--- config.mk ---
export PLATFORM = sky130hd
export DESIGN_NAME = gated_scan_seq
export DESIGN_NICKNAME = d
export VERILOG_FILES = /design/src/rtl/gsq_pkg.sv /design/src/rtl/gsq_entry_store.sv /design/src/rtl/gsq_gate_sync.sv /design/src/rtl/gsq_seq_ctrl.sv /design/src/rtl/gated_scan_seq.sv
export SDC_FILE = /design/constraint.sdc
export NUM_CORES = 2
export LEC_CHECK = 0
export BUFFER_PORTS_ARGS = -buffer_cell sky130_fd_sc_hd__clkbuf_2
export CAP_MARGIN = 20
export CORE_MARGIN = 1.5
export CORE_UTILIZATION = 45
export CTS_CLUSTER_DIAMETER = 60
export DETAILED_ROUTE_END_ITERATION = 10
export HOLD_SLACK_MARGIN = 0.08
export PLACE_DENSITY_LB_ADDON = 0.08
export SLEW_MARGIN = 5
export SYNTH_ARGS = -nofsm -noshare
export SYNTH_HDL_FRONTEND = slang
export SYNTH_SLANG_ARGS = --single-unit
--- constraint.sdc ---
create_clock -name clk -period 3.3 [get_ports clk]
set_input_delay 0.66 -clock clk [delete_from_list [all_inputs] [get_ports clk]]
set_output_delay 0.66 -clock clk [all_outputs]
set_load 0.05 [all_outputs]
--- src/rtl/gsq_pkg.sv ---
package gsq_pkg;
   typedef enum logic [1:0] {
      SQ_IDLE  = 2'd0,
      SQ_ISSUE = 2'd1,
      SQ_WAIT  = 2'd2
   } sq_state_e;

   localparam int unsigned CFG_W         = 3;
   localparam int unsigned CFG_ARM       = 0;
   localparam int unsigned CFG_CLR_DONE  = 1;
   localparam int unsigned CFG_CLR_ABORT = 2;
endpackage

--- src/rtl/gsq_entry_store.sv ---
module gsq_entry_store #(
   parameter int DEPTH  = 64,
   parameter int DATA_W = 8,
   localparam int IDX_W = $clog2(DEPTH)
) (
   input  logic              clk,
   input  logic              rst_n,
   input  logic              wr_en,
   input  logic [IDX_W-1:0]  wr_idx,
   input  logic [DATA_W-1:0] wr_data,
   input  logic [IDX_W-1:0]  rd_idx,
   output logic [DATA_W-1:0] rd_data
);
   logic [DATA_W-1:0] view [DEPTH];

   for (genvar i = 0; i < DEPTH; i++) begin : g_ent
      logic [DATA_W-1:0] ent_q;
      always_ff @(posedge clk or negedge rst_n) begin
         if (!rst_n) begin
            ent_q <= '0;
         end else if (wr_en && (wr_idx == IDX_W'(i))) begin
            ent_q <= wr_data;
         end
      end
      assign view[i] = ent_q;
   end

   assign rd_data = view[rd_idx];
endmodule

--- src/rtl/gsq_gate_sync.sv ---
module gsq_gate_sync #(
   parameter int STAGES = 0
) (
   input  logic clk,
   input  logic rst_n,
   input  logic gate_i,
   output logic gate_o
);
   if (STAGES == 0) begin : g_direct
      assign gate_o = gate_i;
      logic unused_clk_rst;
      assign unused_clk_rst = clk ^ rst_n;
   end else begin : g_sync
      logic [STAGES-1:0] sh_q;
      always_ff @(posedge clk or negedge rst_n) begin
         if (!rst_n) begin
            sh_q <= '0;
         end else begin
            sh_q[0] <= gate_i;
            for (int k = 1; k < STAGES; k++) begin
               sh_q[k] <= sh_q[k-1];
            end
         end
      end
      assign gate_o = sh_q[STAGES-1];
   end
endmodule

--- src/rtl/gsq_seq_ctrl.sv ---
module gsq_seq_ctrl
   import gsq_pkg::*;
#(
   parameter int DEPTH  = 64,
   parameter int CHAN_W = 6,
   localparam int IDX_W = $clog2(DEPTH)
) (
   input  logic              clk,
   input  logic              rst_n,
   input  logic              gate_i,
   input  logic              cfg_we_i,
   input  logic [CFG_W-1:0]  cfg_wdata_i,
   input  logic [CHAN_W:0]   ccw_i,
   output logic [IDX_W-1:0]  ccw_idx_o,
   output logic              conv_req_o,
   output logic [CHAN_W-1:0] conv_chan_o,
   input  logic              conv_done_i,
   output logic              res_we_o,
   output logic              scan_en_o,
   output logic              done_flag_o,
   output logic              abort_flag_o,
   output logic [IDX_W-1:0]  last_idx_o
);
   sq_state_e        st_q, st_d;
   logic [IDX_W-1:0] ptr_q, ptr_d;
   logic [IDX_W-1:0] last_q;
   logic             en_q, done_q, abort_q;
   logic             fin, abt, at_end;
   logic             arm_wr, clr_done, clr_abort;

   assign arm_wr    = cfg_we_i && cfg_wdata_i[CFG_ARM];
   assign clr_done  = cfg_we_i && cfg_wdata_i[CFG_CLR_DONE];
   assign clr_abort = cfg_we_i && cfg_wdata_i[CFG_CLR_ABORT];

   assign at_end      = ccw_i[CHAN_W] || (ptr_q == IDX_W'(DEPTH - 1));
   assign conv_req_o  = (st_q == SQ_ISSUE);
   assign conv_chan_o = ccw_i[CHAN_W-1:0];
   assign ccw_idx_o   = ptr_q;

   always_comb begin
      st_d     = st_q;
      ptr_d    = ptr_q;
      fin      = 1'b0;
      abt      = 1'b0;
      res_we_o = 1'b0;
      unique case (st_q)
         SQ_IDLE: begin
            if (en_q && gate_i) begin
               st_d  = SQ_ISSUE;
               ptr_d = '0;
            end
         end
         SQ_ISSUE: st_d = SQ_WAIT;
         SQ_WAIT: begin
            if (conv_done_i) begin
               res_we_o = 1'b1;
               if (at_end) begin
                  fin  = 1'b1;
                  st_d = SQ_IDLE;
               end else if (!gate_i) begin
                  abt  = 1'b1;
                  st_d = SQ_IDLE;
               end else begin
                  ptr_d = ptr_q + IDX_W'(1);
                  st_d  = SQ_ISSUE;
               end
            end
         end
         default: st_d = SQ_IDLE;
      endcase
   end

   always_ff @(posedge clk or negedge rst_n) begin
      if (!rst_n) begin
         st_q    <= SQ_IDLE;
         ptr_q   <= '0;
         last_q  <= '0;
         en_q    <= 1'b0;
         done_q  <= 1'b0;
         abort_q <= 1'b0;
      end else begin
         st_q  <= st_d;
         ptr_q <= ptr_d;
         if (res_we_o) last_q <= ptr_q;
         if (fin || abt)  en_q <= 1'b0;
         else if (arm_wr) en_q <= 1'b1;
         if (fin)            done_q <= 1'b1;
         else if (clr_done)  done_q <= 1'b0;
         if (abt)            abort_q <= 1'b1;
         else if (clr_abort) abort_q <= 1'b0;
      end
   end

   assign scan_en_o    = en_q;
   assign done_flag_o  = done_q;
   assign abort_flag_o = abort_q;
   assign last_idx_o   = last_q;

   AST_REQ_NEEDS_ARM: assert property (@(posedge clk) disable iff (!rst_n)
      conv_req_o |-> en_q);
   AST_SINGLE_PULSE: assert property (@(posedge clk) disable iff (!rst_n)
      conv_req_o |=> !conv_req_o);
   AST_DONE_DISARMS: assert property (@(posedge clk) disable iff (!rst_n)
      $rose(done_q) |-> !en_q);
   AST_ABORT_ON_LOW_GATE: assert property (@(posedge clk) disable iff (!rst_n)
      $rose(abort_q) |-> (!en_q && !$past(gate_i)));
   AST_START_AT_ZERO: assert property (@(posedge clk) disable iff (!rst_n)
      (conv_req_o && $past(st_q == SQ_IDLE)) |-> (ccw_idx_o == '0));
endmodule

--- src/rtl/gated_scan_seq.sv ---
module gated_scan_seq
   import gsq_pkg::*;
#(
   parameter int DEPTH       = 64,
   parameter int CHAN_W      = 6,
   parameter int RES_W       = 10,
   parameter int SYNC_STAGES = 0,
   localparam int IDX_W      = $clog2(DEPTH),
   localparam int CMD_W      = CHAN_W + 2
) (
   input  logic              clk,
   input  logic              rst_n,
   input  logic              gate_i,
   input  logic              cfg_we,
   input  logic [CFG_W-1:0]  cfg_wdata,
   input  logic              cmd_we,
   input  logic [IDX_W-1:0]  cmd_idx,
   input  logic [CMD_W-1:0]  cmd_wdata,
   input  logic [IDX_W-1:0]  res_rd_idx,
   output logic [RES_W-1:0]  res_rd_data_o,
   output logic              conv_req_o,
   output logic [CHAN_W-1:0] conv_chan_o,
   input  logic              conv_done_i,
   input  logic [RES_W-1:0]  conv_result_i,
   output logic              scan_en_o,
   output logic              done_flag_o,
   output logic              abort_flag_o,
   output logic [IDX_W-1:0]  last_idx_o
);
   localparam int STORE_W = CHAN_W + 1;

   if (DEPTH < 2 || (DEPTH & (DEPTH - 1)) != 0) begin : g_bad_depth
      $error("gated_scan_seq: DEPTH must be a power of two of at least 2");
   end
   if (CHAN_W < 1 || RES_W < 1) begin : g_bad_width
      $error("gated_scan_seq: CHAN_W and RES_W must be positive");
   end
   if (SYNC_STAGES < 0 || SYNC_STAGES > 3) begin : g_bad_sync
      $error("gated_scan_seq: SYNC_STAGES must lie in 0..3");
   end

   logic               gate_s;
   logic [STORE_W-1:0] ccw_rd;
   logic [STORE_W-1:0] ccw_wr;
   logic [IDX_W-1:0]   ccw_idx;
   logic               res_we;
   logic               unused_pause_bit;

   // the pause marker is dropped on write: it never changes execution here
   assign ccw_wr           = {cmd_wdata[CHAN_W+1], cmd_wdata[CHAN_W-1:0]};
   assign unused_pause_bit = cmd_wdata[CHAN_W];

   gsq_gate_sync #(.STAGES(SYNC_STAGES)) u_sync (
      .clk(clk), .rst_n(rst_n), .gate_i(gate_i), .gate_o(gate_s)
   );

   gsq_entry_store #(.DEPTH(DEPTH), .DATA_W(STORE_W)) u_cmd_tbl (
      .clk(clk), .rst_n(rst_n),
      .wr_en(cmd_we), .wr_idx(cmd_idx), .wr_data(ccw_wr),
      .rd_idx(ccw_idx), .rd_data(ccw_rd)
   );

   gsq_entry_store #(.DEPTH(DEPTH), .DATA_W(RES_W)) u_res_tbl (
      .clk(clk), .rst_n(rst_n),
      .wr_en(res_we), .wr_idx(ccw_idx), .wr_data(conv_result_i),
      .rd_idx(res_rd_idx), .rd_data(res_rd_data_o)
   );

   gsq_seq_ctrl #(.DEPTH(DEPTH), .CHAN_W(CHAN_W)) u_ctrl (
      .clk(clk), .rst_n(rst_n), .gate_i(gate_s),
      .cfg_we_i(cfg_we), .cfg_wdata_i(cfg_wdata),
      .ccw_i(ccw_rd), .ccw_idx_o(ccw_idx),
      .conv_req_o(conv_req_o), .conv_chan_o(conv_chan_o),
      .conv_done_i(conv_done_i), .res_we_o(res_we),
      .scan_en_o(scan_en_o), .done_flag_o(done_flag_o),
      .abort_flag_o(abort_flag_o), .last_idx_o(last_idx_o)
   );
endmodule

* Yosys cells after proc, flatten, opt, wreduce, memory -nomap -nowiden *
Cells that the tools add are included.
W data, S select, Z words.

word-level totals
  register bits after elaboration = 1105
  bits of input ports = 39
  output and inout bits = 26
  logic and storage cells = 445

cells by class
  add/subtract/negate cells = 1
  $lt $le $gt $ge = 2
  equality and inequality tests = 132
  muxes and demuxes = 31
  bitwise logic cells = 2
  reduce and logical (&&, ||, !) cells = 143

operators with widths
  operator               number
  $eq A6 B6 Y1 const B   64
  $eq A6 B5 Y1 const B   32
  $logic_and A1 B1 Y1    132
  $eq A6 B4 Y1 const B   16
  $bmux W10 S6           1
  $eq A6 B3 Y1 const B   8
  $bmux W7 S6            1
  $eq A6 B2 Y1 const B   4
  $mux W6                4
  $mux W10               2
  $mux W1                16
  $ge A7 B7 Y1 const B   2
  $mux W7                2
  $not A6 Y7             2
  $eq A6 B1 Y1 const B   2
  $logic_not A6 Y1       2
  $pmux W6 S2            1
  $reduce_bool A2 Y1     4
  $add A6 B1 Y6 const B  1
  $mux W2                3
  $ne A2 B2 Y1 const B   3
  $pmux W2 S3            1
  $reduce_and A5 Y1      1
  $eq A2 B1 Y1 const B   1
  other kinds (5)        6

* Logic depth before layout (Yosys ltp) *
  word-level depth = 10
  depth in mapped cells = 10
  gate-level depth less buffers = 7

* Cells and area by module *
Synthesis repeated with hierarchy kept, for this count alone.

second synthesis, totals
  cells, all modules = 3232
  area, all modules = 50539.7 sq um

by module, submodules not included
  module                       times used  cells an instance  area each (sq um)  seq. area each (sq um)
  gsq_entry_store (u_res_tbl)  1           1826               29149.2            16015.4
  gsq_entry_store (u_cmd_tbl)  1           1329               20541.0            11210.8
  gsq_seq_ctrl                 1           76                 842.1              425.4
  gsq_gate_sync                1           1                  7.5                0.0

* Least setup slack after synthesis *
OpenSTA, ideal clock, no wires.

  kind = input to output
  start point = in res_rd_idx[0]
  end point = out res_rd_data_o[0]
  arrival = 2.955 ns
  data required time = 2.640 ns
  slack = -0.315 ns
  stages = 5
  path buffers = 2
  cell sequence = buf_2 clkbuf_1 mux4_2 mux4_2 mux4_2

on the way
  word-level cells in the longest chain between the ends = 4

ends and longest elaborated chain
  item                                          RTL line               text
  start: declaration                            gated_scan_seq.sv:19   input logic [IDX_W-1:0] res_rd_idx,
  $not A6 Y7 (implied by the code)              gsq_entry_store.sv:28  assign rd_data = view[rd_idx];
  $bmux W10 S6                                  gsq_entry_store.sv:28
  $mux W10 (implied by the code) (2 in series)  gsq_entry_store.sv:28
  end: declaration                              gated_scan_seq.sv:20   output logic [RES_W-1:0] res_rd_data_o,

No other way between the ends. The select of a mux whose other input is x is not followed.

* Worst setup path after layout *
  start point = reg u_ctrl.ptr_q[0], in the netlist u_ctrl.ccw_idx_o[0]
  end point = out conv_chan_o[2]

on the way
  word-level cells in the longest chain between the ends = 4

ends and longest elaborated chain
  item                                         RTL line               text
  start: declaration                           gsq_seq_ctrl.sv:25     logic [IDX_W-1:0] ptr_q, ptr_d;
  start signal: assignment                     gsq_seq_ctrl.sv:83     ptr_q <= ptr_d;
  $not A6 Y7 (implied by the code)             gsq_entry_store.sv:28
  $bmux W7 S6                                  gsq_entry_store.sv:28
  $mux W7 (implied by the code) (2 in series)  gsq_entry_store.sv:28
  end: declaration                             gated_scan_seq.sv:22   output logic [CHAN_W-1:0] conv_chan_o,

No other way between the ends. The select of a mux whose other input is x is not followed.

==> results.md <==
- The fmax is roughly 240 MHz.
- The count of mapped cells out of synthesis is 3074.
- The proportion of register bits with asynchronous set or reset after synthesis is 100%.
- The slew at the pin closest to its max-slew limit is 959 ps.
- The combined flip-flop and latch cell area is 27700 um2.
- The sort of element at the end of the critical path is an output port.
- The final instance count without filler cells is between 4000 and 5000.
- The synthesized netlist net count is just over 3000.
- The die boundary height is ~340 um.
- The number of different library cells used by synthesis comes to 49.
- The floorplan has 122 rows.
- The synthesized cell area is roughly 50000 um2.
- The first detailed-routing pass took 5 iterations.
- The clock latency at the later pin of the worst-skew pair is 720 ps.
- The critical path in this run is classified as register to output port.
- The routed layout has ~28000 vias.
- The largest driver fanout on the critical path is 10.
- The count of endpoints failing setup in the final report is 16.
- In this run the mean area of a mapped cell was 16.4 um2.
- The flow ran to the end, but the final reports show violations.
- The number of pins exceeding their max-slew limit in the final report came to 0.
- The H-tree generated during clock tree synthesis spans 4 levels.
- Synthesis inferred 1105 register bits.
- The checks that failed: negative setup slack.
- The number of remaining DRC errors is 0.
- The final weighted congestion in routability-driven placement is 0.812.
- Port buffering added between 60 and 70 buffers.
- After legalization and detailed placement, the total HPWL measured 89900 um.
- The wire length per cell after detailed routing is 27.2 um.
- The worst pin sits at a relative slew slack of 36.0%.
- The maximum vdd ir drop is approximately 0.00043 V.
- Setup repair after global routing could not meet its margin everywhere.
- Counting the fill cells in the layout gives about 9000.
- In this run the horizontal extent of the chip is about 340 um.
- The longest clock path from root to sink contains 3 buffers.
- Of the available clock period, the critical path in the final layout requires 126%.
- Sequential elements use 54.9% of the synthesized area.
- For this design the ratio of total power to cell area is 581 nW/um2.
- For this configuration, the core starts out at a cell density of 45.5%.
- The number of global-route vias before repair is ~31000.
- TritonCTS built the clock tree.
- The detailed router finished its first iteration with 1827 violations.
- Clock-pin slew was measured on the worst setup and hold paths at approximately 60 ps.
- The final critical-path required period is 4140 ps.
- Ranked by total cell area, the synthesized netlist is headed by sky130_fd_sc_hd__dfrtp_1 (55%), sky130_fd_sc_hd__mux2_2 (24%), sky130_fd_sc_hd__mux4_2 (15%).
- The first global-routing pass estimated 204000 um of wire.
- The slack of the critical path is -845 ps.
- The standby leakage power is 27.7 nW.
- The number of violations of the max-capacitance limit is 0.
- Counting the buffers created by CTS gives 133.
- Data on the critical path is required at its endpoint by approximately 2600 ps.
- The path category of the worst min-delay check is input pin to register.
- The final layout contains around 3400 nets.
- The total number of clock tree sinks is 1105.
- The final standard cell utilization of the core is 53.4%.
- Clock skew on the completed layout was measured at 15.2 ps.
- The Yosys step of the flow raised 0 warnings.
- After detailed placement, the design holds a cell count of 4646.
- In the final layout, the multi-input gates occupy 21700 um2.
- The total chip power is 34.3 mW.
- For the worst setup path, the data arrival time is 3480 ps.
- The area growth from synthesis to layout is 17.4%.
- The total wire length after detailed routing is 133000 um.
- The floorplan die area is 114000 um2.
- Entering global routing, the biggest net connects 108 pins.
- The number of enable-type register cells in the synthesized netlist is 0.
- The kind of start point of the critical path is a register.
- The share of cells above drive strength 1 is 59.2%.
- The most used flip-flop cell after synthesis is sky130_fd_sc_hd__dfrtp_1.
- The count of nets left with antenna violations after detail routing is 0.
- The cell type contributing the most total cell area after synthesis is sky130_fd_sc_hd__dfrtp_1.
- The number of primary I/O pins is 65.
- After detailed routing, the number of vias per cell comes to between 5 and 6.
- The number of hold violations in the final report is 0.
- Clock tree synthesis selected as its root buffer the cell sky130_fd_sc_hd__clkbuf_16.
- For this run the aggregate overflow at the end of global routing stands at 0.
- In this run the standard cell core region covers 111000 um2.
- The initial antenna violation count is 5.
- The fraction of synthesized cell area taken by the top area cell type is 54.9%.
- Global routing consumed, over all layers together, 24.1% of the routing resources.
## kinds of logic after synthesis
group                    Yosys count  share of synthesized area (%)
AO/OA/AOI/OAI                     25                          0.355
multiplexers                    1452                           40.1
AND/OR/NAND/NOR                  248                           2.54
flip-flops                      1105                           54.9
adder cells (fa/ha/maj)            4                         0.0994
buffers and inverters            240                           2.01
## repair_timing
action                     in CTS  in global routing
setup endpoints to repair      16                 16
cloned                          8                  2
pin swaps                       0                  0
resized for setup              60                 18
hold buffers                    1                  0
hold endpoints to repair       30                  0
setup buffers                  12                  2
## power breakdown
group | internal [mW] | switching (mW)
Sequential | 14.5 | 0.462
Clock | 8.61 | 5.60
Combinational | 2.67 | 2.54
## cells in the mapped netlist, types with 7 or more instances
library cell,instances
sky130_fd_sc_hd__mux4_2,344
sky130_fd_sc_hd__dfrtp_1,1105
sky130_fd_sc_hd__mux2i_1,20
sky130_fd_sc_hd__nor2b_1,7
sky130_fd_sc_hd__mux2_2,1082
sky130_fd_sc_hd__nand3_1,29
sky130_fd_sc_hd__nand2_1,94
sky130_fd_sc_hd__nor2_4,12
sky130_fd_sc_hd__nor2_2,28
sky130_fd_sc_hd__clkbuf_1,153
sky130_fd_sc_hd__nor2_1,33
sky130_fd_sc_hd__buf_4,9
sky130_fd_sc_hd__nor3_1,7
sky130_fd_sc_hd__buf_2,37
sky130_fd_sc_hd__buf_1,31
## state kept, by name, indices dropped and copies added, names as in the netlist
signal	flops
u_ctrl.abort_flag_o	1
u_res_tbl.g_ent.ent_q	640
u_ctrl.done_flag_o	1
u_ctrl.scan_en_o	1
u_ctrl.st_q	2
u_ctrl.last_idx_o	6
u_ctrl.ccw_idx_o	6
u_cmd_tbl.g_ent.ent_q	448
## critical path: stages (launching register included)
cell and delay, ps:
sky130_fd_sc_hd__dfrtp_4 440, sky130_fd_sc_hd__buf_12 160, sky130_fd_sc_hd__buf_12 140, sky130_fd_sc_hd__buf_12 150, sky130_fd_sc_hd__mux4_2 540, sky130_fd_sc_hd__mux4_2 540, sky130_fd_sc_hd__mux4_2 570, sky130_fd_sc_hd__clkbuf_16 210
## final timing paths
kind | startpoint | end | slack [ps] | depth (start not counted)
max in group asynchronous | rst_n | u_res_tbl.g_ent[13].ent_q[4] | 1670 | 3
hold / removal | cfg_wdata[2] | u_ctrl.abort_flag_o | 220 | 4
hold reg to reg | u_ctrl.last_idx_o[0] | u_ctrl.last_idx_o[0] | 480 | 2
setup reg to reg | u_ctrl.ccw_idx_o[1] | u_ctrl.ccw_idx_o[0] | 280 | 8
min in group asynchronous | rst_n | u_res_tbl.g_ent[32].ent_q[2] | 560 | 2
setup / recovery | u_ctrl.ccw_idx_o[0] | conv_chan_o[2] | -840 | 7
## per-layer routing
metal / vias to the layer above / GRT usage, % / part of all wire (%)
li1: 12000 / - / -
met1: 15500 / 32.4 / 43
met2: 609 / 40.3 / 50
met3: 210 / 3.95 / 4.2
met4: 4 / 7.49 / 2.8
met5: - / 0 / 0.020
## final cells by class
type,count,area share [%]
flip-flops and latches,1105,46.8
multi-input cells,1729,36.7
clock buffers,190,6.56
repair buffers,341,6.13
well taps,1488,3.15
clock inverters,37,0.635
inverters,6,0.0381
diodes,1,0.00423
## layout by cell type, fill, tap and decap left out, drive strengths merged, types with 2 or more instances in the layout
| cell | count |
|---|---|
| nand2 | 94 |
| nor2b | 7 |
| and3 | 2 |
| or3 | 3 |
| or4 | 3 |
| clkbuf | 237 |
| buf | 293 |
| a21oi | 4 |
| nand4 | 4 |
| nand2b | 4 |
| nand3b | 2 |
| mux2i | 20 |
| ha | 4 |
| bufinv | 6 |
| or2 | 7 |
| dfrtp | 1105 |
| nand3 | 29 |
| and2 | 5 |
| nor3 | 7 |
| nor2 | 73 |
| nor4 | 2 |
| clkinv | 22 |
| a21o | 2 |
| inv | 14 |
| a22oi | 3 |
| mux4 | 344 |
| o21ai | 5 |
| mux2 | 1088 |
| o31ai | 4 |
## metrics by stage
step | hold slack, ps | setup WS [ps] | area (um2) | setup TNS [ps]
6_report | 217 | -845 | 59100 | -7890
5_1_grt | 239 | -897 | 59100 | -8650
4_1_cts | 184 | -910 | 59100 | -8920
3_5_place_dp | 471 | -497 | 54200 | -5760
3_3_place_gp | 463 | -496 | 54200 | -5710
2_1_floorplan | 364 | 1.36 | 50500 | 0
No activity file was read; power rests on OpenSTA's default activity.
